[config.mk]
export PLATFORM = sky130hd
export DESIGN_NAME = i2c_addr_slave
export DESIGN_NICKNAME = d
export VERILOG_FILES = /design/src/rtl/i2c_addr_slave.sv
export SDC_FILE = /design/constraint.sdc
export NUM_CORES = 1
export LEC_CHECK = 0
export ABC_AREA = 1
export BUFFER_PORTS_ARGS = -buffer_cell sky130_fd_sc_hd__buf_2
export CAP_MARGIN = 20
export CORE_MARGIN = 5
export CORE_UTILIZATION = 45
export DETAILED_ROUTE_END_ITERATION = 8
export PLACE_DENSITY = 0.65
export SLEW_MARGIN = 20
export SYNTH_ARGS = -nofsm -noshare
export SYNTH_HDL_FRONTEND = slang
export SYNTH_SLANG_ARGS = --single-unit
[constraint.sdc]
create_clock -name clk -period 3.92 [get_ports clk]
set_input_delay 0.588 -clock clk [delete_from_list [all_inputs] [get_ports clk]]
set_output_delay 0.588 -clock clk [all_outputs]
set_load 0.01 [all_outputs]
[src/rtl/i2c_addr_slave.sv]
module i2c_addr_slave (
  input  logic       clk,
  input  logic       rst_n,
  input  logic       scl_i,
  input  logic       sda_i,
  output logic       scl_pull,
  output logic       sda_pull,
  input  logic       ten_bit,
  input  logic       se_irq_en,
  input  logic       addr_we,
  input  logic [7:0] addr_wdata,
  input  logic       rx_read,
  input  logic       ovr_clr,
  output logic [7:0] rx_data,
  output logic       buf_full,
  output logic       overrun,
  output logic       addr_upd,
  output logic       irq
);
  typedef enum logic [1:0] {IDLE, ADR, ADR_LO, DAT} ph_t;

  logic [1:0] scl_q, sda_q;
  logic       scl_d, sda_d;
  logic [7:0] sr, adr;
  logic [3:0] cnt;
  ph_t        ph, nxt;
  logic       hit, want_upd, pend, pend_upd, hi_ok;

  wire scl_s = scl_q[1];
  wire sda_s = sda_q[1];
  wire rise  = scl_s & ~scl_d;
  wire fall  = ~scl_s & scl_d;
  wire start = scl_s & scl_d & sda_d & ~sda_s;
  wire stop  = scl_s & scl_d & ~sda_d & sda_s;

  always_ff @(posedge clk or negedge rst_n)
    if (!rst_n) begin
      scl_q <= 2'b11; sda_q <= 2'b11; scl_d <= 1'b1; sda_d <= 1'b1;
    end else begin
      scl_q <= {scl_q[0], scl_i}; sda_q <= {sda_q[0], sda_i};
      scl_d <= scl_s; sda_d <= sda_s;
    end

  always_comb begin
    hit = 1'b0; want_upd = 1'b0; nxt = IDLE;
    case (ph)
      ADR:
        if (!ten_bit) begin
          hit = (sr[7:1] == adr[7:1]);
          nxt = sr[0] ? IDLE : DAT;
        end else if (sr[7:3] == 5'b11110 && sr[7:1] == adr[7:1]) begin
          if (hi_ok) begin
            hit = 1'b1; nxt = sr[0] ? IDLE : DAT;
          end else if (!sr[0]) begin
            hit = 1'b1; want_upd = 1'b1; nxt = ADR_LO;
          end
        end
      ADR_LO: if (sr == adr) begin hit = 1'b1; want_upd = 1'b1; nxt = DAT; end
      DAT: begin hit = 1'b1; nxt = DAT; end
      default: ;
    endcase
    if (!hit) nxt = IDLE;
  end

  always_ff @(posedge clk or negedge rst_n)
    if (!rst_n) begin
      sr <= '0; adr <= '0; cnt <= '0; ph <= IDLE;
      pend <= 1'b0; pend_upd <= 1'b0; hi_ok <= 1'b0;
      rx_data <= '0; buf_full <= 1'b0; overrun <= 1'b0; addr_upd <= 1'b0;
      scl_pull <= 1'b0; sda_pull <= 1'b0; irq <= 1'b0;
    end else begin
      if (rx_read) buf_full <= 1'b0;
      if (ovr_clr) overrun <= 1'b0;
      if (addr_we) begin
        adr <= addr_wdata; addr_upd <= 1'b0; scl_pull <= 1'b0;
      end
      irq <= 1'b0;
      if (start) begin
        ph <= ADR; cnt <= '0; sda_pull <= 1'b0; irq <= se_irq_en;
      end else if (stop) begin
        ph <= IDLE; cnt <= '0; sda_pull <= 1'b0; hi_ok <= 1'b0; irq <= se_irq_en;
      end else begin
        if (rise && cnt < 4'd8) begin
          sr  <= {sr[6:0], sda_s};
          cnt <= cnt + 4'd1;
        end
        if (fall && cnt == 4'd8) begin
          cnt <= 4'd9; pend <= hit; pend_upd <= want_upd; ph <= nxt;
          if (!hit) hi_ok <= 1'b0;
          else if (ph == ADR_LO) hi_ok <= 1'b1;
          if (hit && !buf_full && !overrun) begin
            rx_data <= sr; buf_full <= 1'b1; sda_pull <= 1'b1;
          end else if (hit && buf_full) overrun <= 1'b1;
        end
        if (fall && cnt == 4'd9) begin
          cnt <= '0; sda_pull <= 1'b0; irq <= pend;
          if (pend && pend_upd) begin addr_upd <= 1'b1; scl_pull <= 1'b1; end
        end
      end
    end

  assert_ack_needs_room_R4: assert property (@(posedge clk) disable iff (!rst_n)
    $rose(sda_pull) |-> (!$past(buf_full) && !$past(overrun)));
  assert_overrun_from_full_R4: assert property (@(posedge clk) disable iff (!rst_n)
    $rose(overrun) |-> $past(buf_full));
  assert_buffer_moves_on_load_R3: assert property (@(posedge clk) disable iff (!rst_n)
    !$stable(rx_data) |-> $rose(buf_full));
  assert_hold_means_update_R8: assert property (@(posedge clk) disable iff (!rst_n)
    scl_pull |-> addr_upd);
  assert_one_line_pulled_R12: assert property (@(posedge clk) disable iff (!rst_n)
    !(sda_pull && scl_pull));
  assert_full_clears_on_read_R5: assert property (@(posedge clk) disable iff (!rst_n)
    $fell(buf_full) |-> $past(rx_read));
endmodule

==> impl_metrics.json, run 1 <==
{
  "status": "complete, no violations",
  "hold_class": "in2async",
  "vias": 1610,
  "crit_path_max_fanout": 17,
  "ff2ff_path_depth": 7,
  "use_met3": 0.0378,
  "htree_num_levels": 2,
  "dp_worst_setup_slack_ps": 2100,
  "grt_util_met1": 0.198,
  "routed_wl_um": 4080,
  "drive_above_1_share": 0.220,
  "leakagePower_nw": 1.29,
  "fin_worst_skew_ps": 8.14,
  "yosys.area.top_type": "dfrtp_1",
  "hold_viol_final": 0,
  "startpoint_type": "register",
  "synth_cell_types": 26,
  "drt-vias-per-instance": 4.86,
  "top_usage_layer": "met2",
  "syn2layout_area_growth_pct": 14.8,
  "fin_ws_ps": 2100,
  "boundaryPins": 31,
  "drtIter0Drc": 64,
  "drc": 0,
  "cts_tree": "yes",
  "power_density_nw_per_um2": 474,
  "fin_nets": 300,
  "clock.fmax_mhz": 548,
  "clk_path_buf_depth": 2,
  "fin_hold_ws_ps": 273,
  "clk_pin_slew_ps": 90,
  "grt_max_degree": 46,
  "rsz0062_at_grt": "no",
  "cp.required_ps": 4100,
  "finalNonFillerCells": 331,
  "period_minus_slack_ps": 1820,
  "seq_area_frac_synth": 0.537,
  "worstPathArrival_ps": 2010,
  "core_area_um2": 4630,
  "drtPass1Iterations": 4,
  "synth_top_area_frac": 0.462,
  "cts_resized": 0,
  "met2_usage": 0.247,
  "r2r-end": "rx_data[0]",
  "ant_nets": 0,
  "relSlewSlack": 0.570,
  "n_antenna_cell": 0,
  "die_y_um": 78.5,
  "syn_area_um2": 2110,
  "place_congestion": 0.842,
  "antenna_found_initial": 0,
  "clock-sinks": 45,
  "clock_latency_ps": 300,
  "grt_pass1_vias": 1666,
  "setup_viol": 0,
  "synth_area_leaders": "dfrtp_1, nand2_1, dfstp_2, inv_1, o21ai_0",
  "drv_slew": 0,
  "fin_crit_sh": 0.465,
  "ir_worst_vdd_mv": 0.278,
  "clockRootBuffer": "clkbuf_8",
  "critPathKind": "reg2reg",
  "synthCells": 242,
  "synth_warnings": 0,
  "grt_usage": 0.154,
  "hold_buffers": 0,
  "dieWidth_um": 78.5,
  "synth_fp_nets": 266,
  "r2r_start": "scl_d",
  "tns_ps": 0,
  "place_inst": 323,
  "die_area_um2": 6160,
  "port-buffer-count": 30,
  "grt_pass1_wl_um": 7610,
  "yosys_register_bits": 45,
  "worst_slew_pin_slew_ps": 644,
  "synth.avg_cell_area_um2": 8.73,
  "endpoint_kind": "register",
  "post-cts-setup-buffer-count": 0,
  "ff2ff_setup_slack_ps": 2100,
  "start_util": 0.456,
  "cts_made_buffers": 5,
  "post-dp-hpwl_um": 3070,
  "cap_violations": 0,
  "grt_overflow_total": 0,
  "routedWlPerCell_um": 12.3,
  "row_count": 25
}
==> cell usage in the layout, fill, tap and decap left out, drive strengths merged <==
master,n
nor2,15
inv,40
nand3,12
nand4,4
o21ai,29
o22ai,2
dfrtp,39
a21oi,7
ha,7
or2,1
mux2,2
nor3,4
nand2,68
dfstp,6
clkinv,1
xnor2,2
clkbuf,6
buf,30
xor2,1
bufinv,1
==> metal layers <==
layer  wire length (µm)  up-vias  part of all wire
met1               1930      744              0.47
met4                 91        0             0.022
li1                   -      828                 -
met2               1900       29              0.47
met5                  0        -                 0
met3                156        9             0.038
==> how the worst max path moves through the flow <==
stage	startpoint	end	slack, ps	depth (start not counted)
4_1_cts	scl_d	rx_data[0]	2080	7
6_report	scl_d	rx_data[0]	2100	7
3_5_place_dp	scl_d	rx_data[1]	2100	7
3_3_place_gp	scl_d	rx_data[1]	2130	7
5_1_grt	scl_q[1]	cnt[2]	1900	5
2_1_floorplan	scl_d	rx_data[7]	2290	8
==> sequential cells by signal (all words and copies together), names as in the netlist, 2 cells and up <==
signal / flops
scl_q: 2
cnt: 4
sr: 8
ph: 2
sda_q: 2
adr: 8
rx_data: 8
==> cell usage after synthesis <==
cell / n
a21oi_4: 1
a21oi_2: 2
o21ai_2: 5
nand2_4: 1
buf_6: 1
xnor2_1: 2
xor2_1: 1
o21ai_0: 22
inv_2: 4
dfrtp_1: 39
nand3_1: 11
ha_1: 7
a21oi_1: 4
inv_1: 36
o21ai_1: 2
nor2_1: 14
clkbuf_1: 2
or2_2: 1
dfstp_2: 6
nor3_1: 4
nand3_2: 1
mux2_2: 2
o22ai_1: 2
nand4_1: 4
nand2_1: 67
nor2_4: 1
==> worst max-delay path, stage by stage (launching register included) <==
cell	delay (ps)
dfstp_2	530
inv_1	40
nor2_1	120
nand4_1	230
nor3_1	410
nand2_4	210
nand2_1	120
o21ai_2	50
==> final cells by class <==
class	count	area [µm²]
Timing Repair Buffer	30	153
Clock buffer	6	72.6
Clock inverter	2	38.8
Tap cell	54	67.6
Multi-Input combinational cell	154	810
Fill cell	448	2200
Inverter	40	150
Sequential cell	45	1130
==> per-stage QoR <==
step                cell area, µm²  utilization  power (mW)
floorplan                     2110            -       0.747
finish                        2420        0.524        1.15
detailed placement            2310        0.499       0.818
CTS                           2420        0.523        1.17
global placement              2310        0.499       0.810
global route                  2420        0.524        1.24
==> logic make-up after synthesis <==
group / share of synthesized area
AOI/OAI and AO/OA: 0.109
xor gates and xnor gates: 0.0124
adders and majority gates: 0.0415
buffers and inverters: 0.0800
DFF: 0.537
muxes: 0.0107
and+or+nand+nor: 0.210
==> power breakdown <==
part / switching [mW] / internal (mW)
logic: 0.138 / 0.0809
registers: 0.0550 / 0.531
clock network: 0.154 / 0.191
Power figures use the tool's default switching activity.
==> inputs of run 2 (changes only) <==
Clock period 3.92 ns to 1.7 ns, I/O delays scaled along.
==> run 2 against run 1 <==
The run now ends with setup timing left. Combinational power rose to 3.3 times the previous value. Global-route usage increased by 0.33 points. Non-clock buffer count is 22 higher. Sequential share of layout area decreased by 4.7 points. Sequential cell count unchanged. Critical path depth increased by 2. Critical path type unchanged. Largest power group unchanged.
==> impl_metrics.json, run 2 (synthesized netlist as in run 1, its figures left out) <==
{
  "p_int_mw": 1.99,
  "grt_overflow_total": 0,
  "cts_tree": "yes",
  "postPlaceCellArea_um2": 2410,
  "reg.largest.list": "adr x8, rx_data x8, sr x8",
  "drtPass1Iterations": 4,
  "startpoint_type": "register",
  "fin_area_um2": 2700,
  "power.share.sequential": 0.472,
  "fin_hold_ws_ps": 52.1,
  "antenna_found_initial": 0,
  "die_area_um2": 6160,
  "grt_max_degree": 46,
  "ir_worst_vdd_mv": 0.539,
  "rsz0062_at_grt": "yes",
  "place_inst": 334,
  "crit_path_max_fanout": 4,
  "routed_wl_um": 4530,
  "clock_latency_ps": 300,
  "grt_util_met1": 0.202,
  "clock-sinks": 45,
  "grt_pass1_vias": 1692,
  "grt_pass1_wl_um": 7690,
  "drive_above_1_share": 0.339,
  "drv_slew": 0,
  "fin_worst_skew_ps": 11.1,
  "cap_violations": 0,
  "met2_usage": 0.256,
  "final_core_util": 0.583,
  "violations": "setup timing",
  "syn2layout_area_growth_pct": 27.8,
  "routedWlPerCell_um": 12.8,
  "finalNonFillerCells": 355,
  "final_cell_mix": "nand2_1, dfrtp_1, inv_1",
  "tns_ps": -124,
  "power.total_mw": 2.85,
  "swShare": 0.303,
  "endpoint_kind": "register",
  "dp_worst_setup_slack_ps": 13.8,
  "worstPathArrival_ps": 1930,
  "fin_crit_sh": 1.02,
  "leakagePower_nw": 1.42,
  "vias": 1687,
  "hold_class": "in2reg",
  "pwr-share-clk": 0.277,
  "use_met3": 0.0333,
  "cp.required_ps": 1890,
  "ant_nets": 0,
  "die_y_um": 78.5,
  "status": "finished, violations left",
  "p_comb_frac": 0.251,
  "clockRootBuffer": "clkbuf_8",
  "clk_pin_slew_ps": 90,
  "net-switching-power_mw": 0.864,
  "drc": 0,
  "drtIter0Drc": 76,
  "relSlewSlack": 0.791,
  "clock.fmax_mhz": 576,
  "worst_slew_pin_slew_ps": 313,
  "critPathKind": "reg2reg",
  "fin_ws_ps": -37.2,
  "port-buffer-count": 30,
  "hold_viol_final": 0,
  "power_density_nw_per_um2": 1060,
  "dieWidth_um": 78.5,
  "setup_viol": 8,
  "row_count": 25,
  "fin_nets": 324,
  "drt-vias-per-instance": 4.75,
  "final_common_cell": "nand2_1",
  "boundaryPins": 31,
  "post-dp-hpwl_um": 3090,
  "htree_num_levels": 2,
  "grt_usage": 0.157,
  "core_area_um2": 4630,
  "start_util": 0.456,
  "place_congestion": 0.812,
  "period_minus_slack_ps": 1740,
  "top_usage_layer": "met2",
  "cts_made_buffers": 5,
  "n_antenna_cell": 0,
  "clk_path_buf_depth": 2
}
-- run 2: cell types whose count changed in the layout (fill, tap and decap cells not counted), sizes merged --
cell         before  now
nand2            68   70
dlygate4sd3       0    1
clkinvlp          0    1
buf              30   51
inv              40   39
-- run 2: path summary, 6_finish.rpt --
check | start | end | slack, ps | cells past startpoint
worst max-delay path | sr[3] | rx_data[6] | -40 | 9
worst min-delay path | scl_i | scl_q[0] | 50 | 1
worst max register to register | sr[3] | rx_data[6] | -40 | 9
worst min register to register | scl_q[0] | scl_q[1] | 360 | 0
max in group asynchronous | rst_n | sda_q[0] | 970 | 3
min in group asynchronous | rst_n | rx_data[2] | 450 | 3
-- run 2: area by class of cell --
| cell class | instances | area, µm² |
|---|---|---|
| inverter | 40 | 154 |
| fill | 426 | 1930 |
| multi-input combinational | 156 | 901 |
| timing repair buffer | 52 | 334 |
| clock inverter | 2 | 35.0 |
| clock buffer | 6 | 72.6 |
| tap | 54 | 67.6 |
| sequential | 45 | 1130 |
-- run 2: worst max-delay path, stage by stage (launching register included) --
cell	delay, ps
dfrtp_1	430
buf_4	160
nor3_4	190
nand2_1	70
nand2_1	110
nand3_4	100
a21oi_4	280
nand2_2	150
nand2_1	100
o21ai_2	50
-- run 2: routing by layer --
metal | vias to the layer above | wire [µm] | part of all wire
li1 | 878 | - | -
met1 | 775 | 2070 | 0.46
met2 | 27 | 2230 | 0.49
met3 | 7 | 136 | 0.030
met4 | 0 | 91 | 0.020
met5 | - | 0 | 0
-- run 2: power by group through the flow --
stage / combinational [mW] / sequential [mW] / clock, mW
final: 0.716 / 1.34 / 0.790
after global routing: 0.820 / 1.37 / 0.867
after CTS: 0.576 / 1.35 / 0.809
after detailed placement: 0.563 / 1.36 / 0
after global placement: 0.549 / 1.36 / 0
after floorplan: 0.380 / 1.34 / 0
-- run 2: what timing repair did --
| item | CTS | global route |
|---|---|---|
| pin swaps | 2 | 10 |
| gates cloned | 1 | 1 |
| setup endpoints to repair | 2 | 18 |
| hold buffers | 1 | 0 |
| buffers inserted | 0 | 10 |
| hold endpoints to repair | 39 | 0 |
| resized for setup | 1 | 24 |
==> inputs of run 3 (changes only) <==
Settings changed: PLACE_DENSITY 0.65 to unset, PLACE_DENSITY_LB_ADDON set to 0.2.
==> run 3 against run 2 <==
The flow still finishes with violations (setup timing). Non-clock buffer count is 1 lower. Core utilization grew 1.1 points. Clock power grew 21%. First-iteration DRC count up 1.3%. Sequential power barely moved. Global-route usage is 0.11 points higher. Power rose by 4.3%. Die area unchanged. Final cell count down 0.28%. Critical path depth is 2 higher.
==> impl_metrics.json, run 3 (synthesized netlist as in run 1, its figures left out) <==
{
  "drtIter0Drc": 77,
  "cts_tree": "yes",
  "drtPass1Iterations": 4,
  "final_cell_mix": "nand2_1, dfrtp_1, inv_1",
  "drc": 0,
  "place_congestion": 0.821,
  "die_y_um": 78.5,
  "power.total_mw": 2.97,
  "ff2ff_setup_slack_ps": -10,
  "fin_worst_skew_ps": 8.75,
  "fin_hold_ws_ps": 23.7,
  "leakagePower_nw": 1.42,
  "power_density_nw_per_um2": 1080,
  "crit_path_max_fanout": 8,
  "die_area_um2": 6160,
  "cp.required_ps": 1940,
  "routedWlPerCell_um": 12.9,
  "port-buffer-count": 30,
  "status": "finished, violations left",
  "row_count": 25,
  "critPathKind": "reg2reg",
  "hold_buffers": 0,
  "fin_nets": 323,
  "vias": 1732,
  "fin_crit_sh": 1.01,
  "multi_input_area_um2": 940,
  "critPathTopFamily": "simple AND/OR/NAND/NOR gates",
  "clk_path_buf_depth": 2,
  "violations": "setup timing",
  "cts_made_buffers": 5,
  "start_util": 0.456,
  "clk_pin_slew_ps": 90,
  "clockRootBuffer": "clkbuf_8",
  "cpMaxStageDelayCell": "dfrtp_1",
  "grt_usage": 0.158,
  "relSlewSlack": 0.627,
  "top_layer": "met4",
  "clock.fmax_mhz": 584,
  "htree_num_levels": 2,
  "routed_wl_um": 4560,
  "worst_slew_pin_slew_ps": 559,
  "final_common_cell": "nand2_1",
  "ant_nets": 0,
  "grt_overflow_total": 0,
  "reg.largest.list": "adr x8, rx_data x8, sr x8",
  "fin_ws_ps": -13.7,
  "clock-sinks": 45,
  "fill_cells": 409,
  "hold_viol_final": 0,
  "startpoint_type": "register",
  "drive_above_1_share": 0.353,
  "post-dp-hpwl_um": 3150,
  "rsz0062_at_grt": "yes",
  "final_core_util": 0.594,
  "endpoint_kind": "register",
  "drv_slew": 0,
  "fin_area_um2": 2750,
  "antenna_found_initial": 0,
  "grt_pass1_vias": 1716,
  "drt-vias-per-instance": 4.89,
  "hold_class": "in2async",
  "setup_viol": 4,
  "grt_pass1_wl_um": 7600,
  "syn2layout_area_growth_pct": 30.2,
  "boundaryPins": 31,
  "dp_worst_setup_slack_ps": -2.99,
  "core_area_um2": 4630,
  "cp_num_buf_inv": 2,
  "clock_latency_ps": 300,
  "routedLengthMet1_um": 1960,
  "n_antenna_cell": 0,
  "dieWidth_um": 78.5,
  "worstPathArrival_ps": 1950,
  "critPathMaxStageDelay_ps": 420,
  "wl_met2_um": 2310,
  "postPlaceCellArea_um2": 2410,
  "cap_violations": 0,
  "period_minus_slack_ps": 1710,
  "routed-wl-met3_um": 174,
  "crit_chain": "inv_2 > nand2_2 > nand2_1 > nor2_2 > nand2_2 > nor2_4 > a21oi_4 > a21oi_4 > buf_12 > nand2_8 > o21ai_4",
  "ir_worst_vdd_mv": 0.668,
  "grt_max_degree": 46,
  "regArea_um2": 1130
}
run 3: changes by cell type in the layout (fill, tap and decap cells not counted), sizes merged:
cell,change
clkbuf,-1
bufinv,+1
inv,+1
dlygate4sd3,-1
clkinvlp,-1
run 3: area by class of cell:
| cell class | instances | share of cell area |
|---|---|---|
| Clock buffer | 5 | 0.0250 |
| Clock inverter | 3 | 0.0237 |
| Inverter | 40 | 0.0546 |
| Multi-Input combinational cell | 156 | 0.342 |
| Sequential cell | 45 | 0.412 |
| Tap cell | 54 | 0.0246 |
| Timing Repair Buffer | 51 | 0.118 |
run 3: timing repair:
action                     4_1_cts  5_1_grt
cloned                           2        0
setup endpoints to repair        6       17
setup buffers                    1        7
pin swaps                        1       10
resized for setup                2       29
run 3: metrics by stage:
step	setup TNS, ps	instances
4_1_cts	0	347
6_report	-27.3	354
5_1_grt	-1310	354
2_1_floorplan	0	242
3_3_place_gp	0	336
3_5_place_dp	-5.74	336
run 3: per-layer routing:
| metal | global-route usage | vias to the layer above |
|---|---|---|
| met2 | 0.276 | 33 |
| li1 | - | 876 |
| met5 | 0 | - |
| met3 | 0.0356 | 7 |
| met4 | 0.0787 | 0 |
| met1 | 0.182 | 816 |
run 3: final timing paths:
| path | from | endpoint | cells past startpoint |
|---|---|---|---|
| max | sr[2] | rx_data[1] | 11 |
| max in group asynchronous | rst_n | scl_d | 2 |
| min reg2reg | scl_q[0] | scl_q[1] | 0 |
| max reg2reg | sr[2] | rx_data[1] | 11 |
| min | rst_n | rx_data[5] | 2 |
| min in group clk | sda_i | sda_q[0] | 1 |
run 3: power breakdown:
| part | internal [mW] | total [mW] | switching, mW | leakage [nW] |
|---|---|---|---|---|
| combinational | 0.290 | 0.674 | 0.383 | 0.787 |
| clock | 0.584 | 0.956 | 0.372 | 0.0681 |
| sequential | 1.22 | 1.34 | 0.120 | 0.569 |
